[src/rtl/flen_pkg.sv]
`timescale 1ns/1ps
package flen_pkg;
   localparam int STD_LEN   = 1518;
   localparam int EXT_LEN   = 1538;
   localparam int FCS_BYTES = 4;
   typedef enum logic {DIR_RX = 1'b0, DIR_TX = 1'b1} dir_e;
endpackage

[src/rtl/flen_jumbo_reg.sv]
`timescale 1ns/1ps
module flen_jumbo_reg #(
   parameter int LEN_W      = 14,
   parameter int REG_W      = 32,
   parameter int JUMBO_CEIL = 10240
) (
   input  logic             clk,
   input  logic             rst_n,
   input  logic             wr_en,
   input  logic [REG_W-1:0] wr_data,
   output logic [REG_W-1:0] rd_data,
   output logic [LEN_W-1:0] eff_len
);
   localparam logic [REG_W-1:0] FIELD_MASK = REG_W'((64'd1 << LEN_W) - 64'd1);
   localparam logic [REG_W-1:0] CEIL_V     = REG_W'(JUMBO_CEIL);

   logic [REG_W-1:0] len_q;

   always_ff @(posedge clk or negedge rst_n) begin
      if (!rst_n)     len_q <= CEIL_V;
      else if (wr_en) len_q <= wr_data & FIELD_MASK;
   end

   assign rd_data = len_q;

   // Clamp only when the ceiling is below what the field can hold.
   generate
      if (JUMBO_CEIL == (1 << LEN_W) - 1) begin : g_noclamp
         assign eff_len = len_q[LEN_W-1:0];
      end else begin : g_clamp
         logic [REG_W-1:0] clamped;
         assign clamped = (len_q > CEIL_V) ? CEIL_V : len_q;
         assign eff_len = clamped[LEN_W-1:0];
      end
   endgenerate

   p_clamp_r3: assert property (@(posedge clk) disable iff (!rst_n)
      REG_W'(eff_len) <= CEIL_V);

   p_wr_mask_r4: assert property (@(posedge clk) disable iff (!rst_n)
      wr_en |=> rd_data == ($past(wr_data) & FIELD_MASK));
endmodule

[src/rtl/flen_limit_sel.sv]
`timescale 1ns/1ps
module flen_limit_sel
   import flen_pkg::*;
#(
   parameter int LEN_W = 14
) (
   input  logic             jumbo_en,
   input  logic             long_rx,
   input  logic             is_tx,
   input  logic [LEN_W-1:0] jumbo_len,
   output logic [LEN_W-1:0] limit
);
   always_comb begin
      if (jumbo_en)     limit = jumbo_len;
      else if (is_tx)   limit = LEN_W'(STD_LEN);
      else if (long_rx) limit = LEN_W'(EXT_LEN);
      else              limit = LEN_W'(STD_LEN);
   end

   always_comb begin
      if (!jumbo_en) begin
         p_std_limit_r1: assert (limit == LEN_W'(STD_LEN) ||
                                 (!is_tx && limit == LEN_W'(EXT_LEN)));
      end
   end
endmodule

[src/rtl/flen_tracker.sv]
`timescale 1ns/1ps
module flen_tracker
   import flen_pkg::*;
#(
   parameter int LEN_W = 14,
   parameter int SEG_W = 11,
   parameter int QID_W = 3
) (
   input  logic             clk,
   input  logic             rst_n,
   input  logic             beat_valid,
   input  logic             beat_sof,
   input  logic             beat_eof,
   input  logic [SEG_W-1:0] beat_bytes,
   input  logic             is_tx,
   input  logic [QID_W-1:0] queue,
   input  logic [LEN_W-1:0] limit,
   output logic             too_long,
   output logic             err_irq,
   output logic [QID_W-1:0] err_queue,
   output logic             frame_drop,
   output logic [LEN_W+1:0] run_len
);
   localparam int CNT_W = LEN_W + 2;
   localparam int SUM_W = CNT_W + 1;

   logic [CNT_W-1:0] cnt_q, base, sum_sat;
   logic [SUM_W-1:0] sum_w, cmp_len;
   logic             ovf_q, ovf_eff, over_now, hold;
   dir_e             dir_q, dir_eff;
   logic [QID_W-1:0] q_q, q_eff;

   always_comb begin
      ovf_eff  = beat_sof ? 1'b0 : ovf_q;
      dir_eff  = beat_sof ? dir_e'(is_tx) : dir_q;
      q_eff    = beat_sof ? queue : q_q;
      base     = beat_sof ? '0 : cnt_q;
      sum_w    = {1'b0, base} + SUM_W'(beat_bytes);
      sum_sat  = sum_w[CNT_W] ? '1 : sum_w[CNT_W-1:0];
      cmp_len  = (dir_eff == DIR_TX) ? {1'b0, sum_sat}
                                     : {1'b0, sum_sat} + SUM_W'(FCS_BYTES);
      over_now = beat_valid && !ovf_eff && (cmp_len > SUM_W'(limit));
      hold     = (dir_eff == DIR_TX) && (ovf_eff || over_now);
   end

   always_ff @(posedge clk or negedge rst_n) begin
      if (!rst_n) begin
         cnt_q      <= '0;
         ovf_q      <= 1'b0;
         dir_q      <= DIR_RX;
         q_q        <= '0;
         err_irq    <= 1'b0;
         err_queue  <= '0;
         frame_drop <= 1'b0;
      end else begin
         err_irq    <= over_now;
         frame_drop <= beat_valid && beat_eof && (ovf_eff || over_now);
         if (over_now) err_queue <= q_eff;
         if (beat_valid) begin
            dir_q <= dir_eff;
            q_q   <= q_eff;
            cnt_q <= hold ? base : sum_sat;
            ovf_q <= beat_eof ? 1'b0 : (ovf_eff || over_now);
         end
      end
   end

   assign too_long = ovf_q;
   assign run_len  = cnt_q;

   p_irq_first_r5: assert property (@(posedge clk) disable iff (!rst_n)
      err_irq |-> (!$past(too_long) || $past(beat_valid && beat_sof)));

   p_drop_cause_r7: assert property (@(posedge clk) disable iff (!rst_n)
      frame_drop |-> (err_irq || $past(too_long)));

   p_flag_fall_r6: assert property (@(posedge clk) disable iff (!rst_n)
      $fell(too_long) |-> $past(beat_valid && (beat_eof || beat_sof)));

   p_tx_hold_r8: assert property (@(posedge clk) disable iff (!rst_n)
      (too_long && dir_q == DIR_TX && !(beat_valid && beat_sof)) |=> $stable(run_len));
endmodule

[src/rtl/frame_len_guard.sv]
`timescale 1ns/1ps
module frame_len_guard #(
   parameter int LEN_W      = 14,
   parameter int SEG_W      = 11,
   parameter int QID_W      = 3,
   parameter int REG_W      = 32,
   parameter int JUMBO_CEIL = 10240
) (
   input  logic             clk,
   input  logic             rst_n,
   input  logic             cfg_jumbo_en,
   input  logic             cfg_long_rx,
   input  logic             is_tx,
   input  logic [QID_W-1:0] frm_queue,
   input  logic             beat_valid,
   input  logic             beat_sof,
   input  logic             beat_eof,
   input  logic [SEG_W-1:0] beat_bytes,
   input  logic             jlen_wr_en,
   input  logic [REG_W-1:0] jlen_wr_data,
   output logic [REG_W-1:0] jlen_rd_data,
   output logic             too_long,
   output logic             err_irq,
   output logic [QID_W-1:0] err_queue,
   output logic             frame_drop,
   output logic [LEN_W+1:0] run_len
);
   generate
      if (JUMBO_CEIL >= (1 << LEN_W)) begin : g_bad_ceil
         $error("JUMBO_CEIL does not fit in LEN_W bits");
      end
      if (JUMBO_CEIL < flen_pkg::EXT_LEN) begin : g_bad_floor
         $error("JUMBO_CEIL below the standard limits");
      end
      if (SEG_W > LEN_W + 1 || REG_W < LEN_W) begin : g_bad_width
         $error("SEG_W or REG_W out of range");
      end
   endgenerate

   logic [LEN_W-1:0] jumbo_len, limit, lim_dir_sel;
   logic             dir_now;

   // Direction for the limit: live on a start beat, otherwise the held one.
   logic dir_hold_q;
   always_ff @(posedge clk or negedge rst_n) begin
      if (!rst_n)                       dir_hold_q <= 1'b0;
      else if (beat_valid && beat_sof)  dir_hold_q <= is_tx;
   end
   assign dir_now = beat_sof ? is_tx : dir_hold_q;

   flen_jumbo_reg #(.LEN_W(LEN_W), .REG_W(REG_W), .JUMBO_CEIL(JUMBO_CEIL)) u_jreg (
      .clk(clk), .rst_n(rst_n), .wr_en(jlen_wr_en), .wr_data(jlen_wr_data),
      .rd_data(jlen_rd_data), .eff_len(jumbo_len));

   flen_limit_sel #(.LEN_W(LEN_W)) u_lim (
      .jumbo_en(cfg_jumbo_en), .long_rx(cfg_long_rx), .is_tx(dir_now),
      .jumbo_len(jumbo_len), .limit(lim_dir_sel));
   assign limit = lim_dir_sel;

   flen_tracker #(.LEN_W(LEN_W), .SEG_W(SEG_W), .QID_W(QID_W)) u_trk (
      .clk(clk), .rst_n(rst_n), .beat_valid(beat_valid), .beat_sof(beat_sof),
      .beat_eof(beat_eof), .beat_bytes(beat_bytes), .is_tx(is_tx),
      .queue(frm_queue), .limit(limit), .too_long(too_long), .err_irq(err_irq),
      .err_queue(err_queue), .frame_drop(frame_drop), .run_len(run_len));
endmodule

[config.mk]
export PLATFORM = sky130hd
export DESIGN_NAME = frame_len_guard
export DESIGN_NICKNAME = d
export VERILOG_FILES = /design/src/rtl/flen_pkg.sv /design/src/rtl/flen_jumbo_reg.sv /design/src/rtl/flen_limit_sel.sv /design/src/rtl/flen_tracker.sv /design/src/rtl/frame_len_guard.sv
export SDC_FILE = /design/constraint.sdc
export NUM_CORES = 1
export LEC_CHECK = 0
export BUFFER_PORTS_ARGS = -buffer_cell sky130_fd_sc_hd__buf_2
export CELL_PAD_IN_SITES_DETAIL_PLACEMENT = 1
export CELL_PAD_IN_SITES_GLOBAL_PLACEMENT = 1
export CORE_MARGIN = 5
export CORE_UTILIZATION = 25
export CTS_CLUSTER_DIAMETER = 50
export DETAILED_ROUTE_END_ITERATION = 10
export HOLD_SLACK_MARGIN = 0.1
export MAX_ROUTING_LAYER = met4
export PLACE_DENSITY_LB_ADDON = 0.1
export SYNTH_ARGS = -nofsm -noshare
export SYNTH_HDL_FRONTEND = slang
export SYNTH_HIERARCHICAL = 1
export SYNTH_SLANG_ARGS = --single-unit
[constraint.sdc]
create_clock -name clk -period 4.9 [get_ports clk]
set_input_delay 0 -clock clk [delete_from_list [all_inputs] [get_ports clk]]
set_output_delay 0 -clock clk [all_outputs]
set_load 0.05 [all_outputs]
After elaboration in Yosys (flattened, before gate mapping):

Cells that the tools add are included.

* add/subtract/negate cells: 2
* multipliers: 0
* div/mod/pow operators: 0
* order comparisons: 2
* eq/ne operators: 0
* shifts and indexed selects: 0
* mux-type cells: 13
* bitwise logic cells: 0
* reduce and logical (&&, ||, !) cells: 8

Operators by type and width (count)
* 16-bit two-way mux: 3
* 14-bit two-way mux: 3
* 16-bit by 11-bit adder with 17-bit output: 1
* 16-bit by 3-bit adder with 17-bit output, second input constant: 1
* 17-bit by 14-bit greater-than comparator with 1-bit output: 1
* 17-bit two-way mux: 1
* 14-bit greater-than comparator, second input constant: 1
* 10-bit two-way mux: 1
* 1-bit logical AND: 6
* 1-bit two-way mux: 4
* 3-bit two-way mux: 1
* 1-bit zero test: 1
* 1-bit logical OR: 1

* register bits after elaboration: 41
* latch bits: 0
* RAM bits: 0
* ROM bits: 0
* output and inout port bits: 54
* word-level logic and storage cells: 34
* memories kept: 0

Longest topological paths before layout:

Gate-level depths: netlist of run 1.

* word-level depth: 10
* mapped depth: 29
* mapped depth without buffers: 24

Modules after synthesis:

Netlist of run 1, hierarchy kept.

Modules (own cells, without submodules)
* flen_tracker: times used 1, cells each 343, area each 2772.7 µm²
* flen_jumbo_reg: times used 1, cells each 64, area each 757.0 µm²
* flen_limit_sel: times used 1, cells each 22, area each 131.4 µm²
* frame_len_guard: times used 1, cells each 4, area each 55.1 µm²

Worst setup path after synthesis of run 1:

Ideal clock, no wire load.

* path type: input to register
* from: in beat_sof
* to: reg u_trk.cnt_q[12], in the netlist u_trk/run_len[12]
* setup time: 0.135 ns
* data arrival time: 5.633 ns
* required time: 4.765 ns
* setup slack: -0.868 ns
* cell stages on the path: 28
* path through: clkbuf_1 > buf_1 > clkbuf_1 > nor2b_1 > ha_1 > buf_2 > nand4_2 > nor3_2 > o21ai_1 > a211oi_1 > nor2_1 > inv_1 > ha_1 > nand2_1 > a21oi_1 > a21oi_1 > ha_1 > and3_1 > a221o_1 > a211oi_1 > o21a_1 > o211ai_1 > or3b_1 > mux2i_2 > and3_4 > buf_6 > buf_6 > o22ai_1

* cells in the longest elaborated chain, start to end: 10

RTL lines
* start, declared: line frame_len_guard.sv:16 `input logic beat_sof,`
* 16-bit two-way mux: line flen_tracker.sv:37 `base = beat_sof ? '0 : cnt_q;`
* 16-bit by 11-bit adder with 17-bit output: line flen_tracker.sv:38 `sum_w = {1'b0, base} + SUM_W'(beat_bytes);`
* 16-bit two-way mux: line flen_tracker.sv:39 `sum_sat = sum_w[CNT_W] ? '1 : sum_w[CNT_W-1:0];`
* 16-bit by 3-bit adder with 17-bit output: line flen_tracker.sv:41 `: {1'b0, sum_sat} + SUM_W'(FCS_BYTES);`
* 17-bit two-way mux: line flen_tracker.sv:40 `cmp_len = (dir_eff == DIR_TX) ? {1'b0, sum_sat}`
* 17-bit by 14-bit greater-than comparator with 1-bit output: line flen_tracker.sv:42 `over_now = beat_valid && !ovf_eff && (cmp_len > SUM_W'(limit));`
* 1-bit logical AND: line flen_tracker.sv:42
* 1-bit logical OR: line flen_tracker.sv:43 `hold = (dir_eff == DIR_TX) && (ovf_eff || over_now);`
* 1-bit logical AND: line flen_tracker.sv:43
* 16-bit two-way mux *: line flen_tracker.sv:62 `cnt_q <= hold ? base : sum_sat;`
* end signal, assigned: line flen_tracker.sv:62
* end, declared: line flen_tracker.sv:27 `logic [CNT_W-1:0] cnt_q, base, sum_sat;`

Every way passes the cells marked *; elsewhere a longest branch is shown, timed or not.
A chain may end at the register's enable or synchronous reset.

Worst setup path in the final report of run 1:

* from: reg u_trk.cnt_q[0], in the netlist u_trk/run_len[0]
* to: reg u_trk.err_queue[0]

* cells in the longest elaborated chain, start to end: 7

RTL lines
* 16-bit two-way mux *: line flen_tracker.sv:37
* 16-bit by 11-bit adder with 17-bit output *: line flen_tracker.sv:38
* 16-bit two-way mux *: line flen_tracker.sv:39
* 16-bit by 3-bit adder with 17-bit output: line flen_tracker.sv:41
* 17-bit two-way mux *: line flen_tracker.sv:40
* 17-bit by 14-bit greater-than comparator with 1-bit output *: line flen_tracker.sv:42
* 1-bit logical AND *: line flen_tracker.sv:42
* net u_trk.over_now: line flen_tracker.sv:29 `logic ovf_q, ovf_eff, over_now, hold;`
* end signal, assigned: line flen_tracker.sv:58 `if (over_now) err_queue <= q_eff;`
* end, declared: line flen_tracker.sv:20 `output logic [QID_W-1:0] err_queue,`

Mark *: on every way through the listed nets, which the timed path passes. The rest lies on a longest branch.

==> flow_summary.json, run 1 <==
{
  "synthArstFlopShare_pct": 100.0,
  "wire_per_inst_um": 15.50,
  "startpoint_type": "flip-flop",
  "num_rows": 44,
  "antenna_found_initial": 0,
  "worstPathArrival_ps": 5200,
  "nNetsFinal": 679,
  "crit_type": "flip-flop to flip-flop",
  "rsz0062_at_grt": "yes",
  "diodes": 0,
  "place_ws_ps": -463.3,
  "drt_iter0_drc": 134,
  "numPortBuffers": 72,
  "drc": 0,
  "p_int_w": 0.001467,
  "p_per_area_nw_per_um2": 514.4,
  "numCtsBuffers": 5,
  "core_area_um2": 14530,
  "worstPathRequired_ps": 5070,
  "clockPowerShare_pct": 11.7,
  "synth_cells": 433,
  "area_delta_synth_final_pct": 45.45,
  "netlist.area_leader.share_pct": 26.26,
  "gp_congestion": 0.8109,
  "synth_area_um2": 3716,
  "die_w_um": 131.9,
  "dp_hpwl_um": 9409,
  "p_total_w": 0.002780,
  "status": "finished, violations left",
  "ys_ff_latch": 41,
  "synth_area_leaders": "dfrtp_1 (26%), ha_1 (8.8%), mux2_2 (7.3%)",
  "cts_sinks": 41,
  "grt_max_degree": 42,
  "hold_viol": 0,
  "p_switching_w": 0.001313,
  "grt_pass1_wl_um": 19650,
  "ant_nets": 0,
  "dieHeight_um": 131.9,
  "slew_headroom_pct": 37.34,
  "cts_tree": "built",
  "whs_ps": 111.2,
  "fillers": 1754,
  "overflow": 0,
  "violations": "setup timing",
  "hp-class": "primary input to flip-flop",
  "mostFrequentLayoutCell": "buf_4",
  "period_share_pct": 102.6,
  "grt_pass1_vias": 3818,
  "cap_violations": 0,
  "num_vias": 3606,
  "finalCriticalPeriod_ps": 5029,
  "setup_tns_ps": -1551,
  "worstPathMaxFanout": 5,
  "tightest_slew_ps": 939.9,
  "yosys.area.top_type": "dfrtp_1",
  "clk_pin_slew_ps": 60,
  "syn-mean-instance-area_um2": 8.582,
  "ioPinCount": 109,
  "yosysWarnings": 6,
  "setup_ws_ps": -128.6,
  "fin_skew_ps": 8.776,
  "fmax_mhz": 198.9,
  "synth_cell_type_count": 61,
  "report.final.slew_viol_count": 0,
  "yosysSeqAreaShare_pct": 27.68,
  "start_util_pct": 25.57,
  "clock_latency_ps": 290,
  "pwr-share-seq_pct": 17.4,
  "track_usage_pct": 14.01,
  "viasPerCell": 4.611,
  "clockRootBuffer": "clkbuf_16",
  "dieArea_um2": 17400,
  "synth_edf_count": 0,
  "drt-total-wl_um": 12120,
  "drtPass1Iterations": 4,
  "synthFlopType": "dfrtp_1",
  "clock_path_buffers": 2,
  "ir_drop_uv": 217.9,
  "htree_levels": 2,
  "finalSetupViolations": 17,
  "p_sw_share_pct": 47.22,
  "comb_power_share_pct": 70.8,
  "drive_above_1_share_pct": 42.31,
  "worst_setup_path_end_kind": "flip-flop",
  "final_cell_mix": "buf_4 (77), buf_2 (72), nand2_1 (41), dfrtp_1 (34), inv_1 (31)",
  "p_leak_nw": 2.504
}
[cells in the mapped netlist (2+ instances only)]
master	instances
nand2b_1	7
mux2_2	24
a31oi_1	2
buf_4	19
o21ai_1	3
a311oi_1	2
buf_2	3
or3_1	6
ha_1	26
o211ai_1	2
nor2_1	23
nand2_1	42
or3b_1	2
a21o_1	8
nor3_2	2
o22ai_1	7
nor3_1	9
o22ai_2	9
o21a_1	4
dfstp_2	2
buf_6	4
xor2_1	2
o31ai_1	2
xnor2_1	11
a21oi_1	33
dfrtp_1	39
a2111oi_0	2
and3_1	3
nor2b_1	17
mux2i_1	4
inv_1	31
nand3_1	9
clkbuf_1	6
a211oi_1	5
o21ai_0	10
and2_1	22
a211oi_2	2
nand4_1	5
nor3b_1	2
[flip-flops by register name (all words and copies together) (netlist names)]
name              flops
dir_hold_q            1
u_jreg/rd_data       14
u_trk/dir_q           1
u_trk/err_irq         1
u_trk/err_queue       3
u_trk/frame_drop      1
u_trk/q_q             3
u_trk/run_len        16
u_trk/too_long        1
[worst max-delay path, stage by stage, from the launching register on]
cell	delay (ps)
dfrtp_2	400
nor2b_4	130
ha_4	160
fa_2	360
a211oi_4	340
o21ai_2	130
a211oi_2	280
buf_4	170
nand4_1	150
buf_4	190
a21oi_4	140
a21oi_2	50
ha_1	300
and3_4	160
a221o_1	320
a211oi_2	230
o21a_1	150
o211ai_1	90
or3b_1	400
mux2i_4	290
buf_6	160
nor2_4	50
mux2_2	260
[metrics by stage]
step                instances  instance area [um2]  utilization, %
floorplan                 450                 3869               -
global placement          743                 4757           32.73
detailed placement        743                 4757           32.73
CTS                       779                 5301           36.48
global route              782                 5405           37.19
finish                    782                 5405           37.19
[path summary, 6_finish.rpt]
path / startpoint / end / slack, ps / depth (start not counted)
setup / recovery: u_trk/run_len[0] / u_trk/err_queue[0] / -130 / 22
hold / removal: beat_valid / u_trk/dir_q / 110 / 3
setup reg to reg: u_trk/run_len[0] / u_trk/err_queue[0] / -130 / 22
hold reg to reg: u_trk/q_q[2] / u_trk/q_q[2] / 500 / 1
max in group asynchronous: rst_n / u_trk/run_len[0] / 3860 / 2
min in group asynchronous: rst_n / u_trk/too_long / 400 / 2
[area by class of cell]
cell class                      instances  area [um2]  share of cell area, %
Sequential cell                        41        1035                  19.14
Clock buffer                            7       132.6                  2.454
Inverter                               31       116.4                  2.153
Tap cell                              184       230.2                  4.259
Timing Repair Buffer                  173        1191                  22.04
Multi-Input combinational cell        345        2695                  49.86
Clock inverter                          1       5.005                0.09259
[kinds of logic after synthesis]
family / synth area share [%]
flip-flops: 27.68
AO/OA/AOI/OAI: 17.95
AND/OR/NAND/NOR: 23.37
buffers and inverters: 9.427
multiplexers: 9.124
XOR/XNOR: 3.064
adder cells (fa/ha/maj): 9.293
other: 0.1009
[what timing repair did]
| item | in CTS | in global routing |
|---|---|---|
| endpoints found under the hold margin | 60 | 0 |
| pin swaps | 27 | 15 |
| buffers inserted | 6 | 3 |
| cloned | 1 | 0 |
| endpoints found under the setup margin | 21 | 21 |
| gates resized for setup | 30 | 16 |
| hold buffers | 21 | 0 |
[power by group through the flow]
stage          clock, W  combinational (W)  sequential, W
3_5_place_dp          0            0.00175       0.000492
5_1_grt        0.000355            0.00213       0.000498
6_report       0.000326            0.00197       0.000485
2_1_floorplan         0           0.000861       0.000785
3_3_place_gp          0            0.00172       0.000490
4_1_cts        0.000338            0.00192       0.000486
[layer usage]
layer / share of wire (%) / track usage [%] / up-vias
met1: 47 / 17.76 / 1712
met5: 0 / - / -
li1: - / - / 1808
met3: 3.1 / 1.718 / 11
met4: 1.1 / 3.029 / 0
met2: 49 / 23.95 / 75
Note: power is estimated with default switching activity, not from simulation.
==> run 2, diff against run 1 <==
Settings changed: CTS_BUF_LIST set to sky130_fd_sc_hd__clkbuf_8, PLACE_DENSITY_LB_ADDON 0.1 to 0.3, SETUP_SLACK_MARGIN set to 0.2.
==> run 2 against run 1 <==
The flow still finishes with violations (setup timing). Hold slack better by 74 ps. Wire length fell by 1.7%. Fmax is 0.64% lower. Worst setup slack worse by 32 ps. Total power down 2.0%. Via count up 1.0%. Sequential power grew 1%. Critical path type unchanged. Largest cell class unchanged. First-iteration DRC count is 16% lower.
==> flow_summary.json, run 2 (synthesis gave the netlist of run 1 again) <==
{
  "report.final.slew_viol_count": 0,
  "final_cell_mix": "buf_2 (72), buf_4 (72), nand2_1 (41), dfrtp_1 (34), inv_1 (30)",
  "track_usage_pct": 14.09,
  "dieHeight_um": 131.9,
  "htree_levels": 2,
  "worstPathMaxFanout": 5,
  "grt_pass1_vias": 4018,
  "fin_skew_ps": 11.86,
  "dieArea_um2": 17400,
  "setup_tns_ps": -2358,
  "slowest_stage": "dfrtp_2",
  "hold_viol": 0,
  "antenna_found_initial": 0,
  "wire_per_inst_um": 15.28,
  "drtPass1Iterations": 4,
  "whs_ps": 185.5,
  "clock_path_buffers": 2,
  "fillers": 1728,
  "diodes": 0,
  "tightest_slew_ps": 939.4,
  "violations": "setup timing",
  "cap_violations": 0,
  "drt_iter0_drc": 113,
  "worstPathArrival_ps": 5250,
  "crit_path_max_incr_delay_ps": 410,
  "crit_type": "flip-flop to flip-flop",
  "drive_above_1_share_pct": 42.79,
  "overflow": 0,
  "core_area_um2": 14530,
  "nNetsFinal": 677,
  "slew_headroom_pct": 37.38,
  "startpoint_type": "flip-flop",
  "clock_latency_ps": 300,
  "worst_setup_path_end_kind": "flip-flop",
  "fmax_mhz": 197.6,
  "finalSetupViolations": 21,
  "ioPinCount": 109,
  "clk_pin_slew_ps": 80,
  "status": "finished, violations left",
  "period_share_pct": 103.3,
  "numPortBuffers": 72,
  "crit_top_cell": "buf_6",
  "ant_nets": 0,
  "worstPathRequired_ps": 5090,
  "hp-class": "primary input to flip-flop",
  "cts_tree": "built",
  "p_leak_nw": 2.485,
  "largest_reg_flops": 16,
  "gp_congestion": 0.8401,
  "die_w_um": 131.9,
  "num_vias": 3643,
  "num_rows": 44,
  "p_per_area_nw_per_um2": 507.2,
  "drc": 0,
  "drt-total-wl_um": 11920,
  "ir_drop_uv": 227.9,
  "area_delta_synth_final_pct": 44.61,
  "grt_max_degree": 42,
  "clockRootBuffer": "clkbuf_8",
  "viasPerCell": 4.671,
  "dp_hpwl_um": 9231,
  "rsz0062_at_grt": "yes",
  "finalCriticalPeriod_ps": 5061,
  "setup_ws_ps": -160.8,
  "numCtsBuffers": 5,
  "start_util_pct": 25.57,
  "grt_pass1_wl_um": 20180,
  "cts_sinks": 41
}
run 2: layout make-up:
type	instances	area (um2)	area share, %
clock buffer	6	82.58	1.537
clock inverter	2	37.54	0.6985
inverter	31	116.4	2.165
multi-input combinational	345	2686	49.99
sequential	41	1035	19.25
tap	184	230.2	4.284
timing repair buffer	171	1186	22.07
run 2: path summary, 6_finish.rpt:
check,slack (ps),depth (start not counted),to,startpoint
setup / recovery,-160,26,u_trk/err_queue[0],u_trk/run_len[0]
hold / removal,190,2,u_jreg/rd_data[9],jlen_wr_en
setup reg to reg,-160,26,u_trk/err_queue[0],u_trk/run_len[0]
hold reg to reg,510,1,u_trk/q_q[2],u_trk/q_q[2]
max in group asynchronous,3870,2,u_trk/run_len[0],rst_n
min in group asynchronous,380,2,u_trk/frame_drop,rst_n
run 2: worst max-delay path, delay by kind of cell, from the launching register on:
kind / cells / cell delay, ps
mux: 2 / 530
flops: 1 / 410
fa+ha+maj: 4 / 950
simple gates: 7 / 1030
compound gates: 9 / 1520
buf+inv: 4 / 500
run 2: metal layers:
| metal | GRT usage, % | part of all wire [%] | vias to the layer above | wire length [um] |
|---|---|---|---|---|
| met1 | 17.58 | 45 | 1760 | 5361 |
| met5 | - | 0 | - | 0 |
| met2 | 24.73 | 51 | 73 | 6080 |
| met3 | 1.832 | 3.3 | 8 | 388 |
| li1 | - | - | 1802 | - |
| met4 | 2.286 | 0.71 | 0 | 85 |
run 2: metrics by stage:
step                power (W)  setup WS [ps]  instance area [um2]  std cells  util [%]
floorplan            0.001645         -117.7                 3869        450         -
global placement     0.002160         -262.5                 4712        737     32.42
detailed placement   0.002200         -490.9                 4712        737     32.42
CTS                  0.002720         -147.6                 5329        779     36.66
global route         0.002937         -435.0                 5374        780     36.97
finish               0.002726         -160.8                 5374        780     36.97
run 2: repair_timing:
action,in CTS,in global routing
setup endpoints to repair,21,21
endpoints found under the hold margin,63,0
gates cloned,1,0
resized for setup,40,9
buffers inserted,11,1
hold buffers,22,0
pin swaps,44,10
run 2: where the power goes:
group | total, W | switching (W) | internal (W)
Clock | 0.000290 | 0.000124 | 0.000166
Combinational | 0.00195 | 0.00110 | 0.000841
Sequential | 0.000491 | 0.0000579 | 0.000433
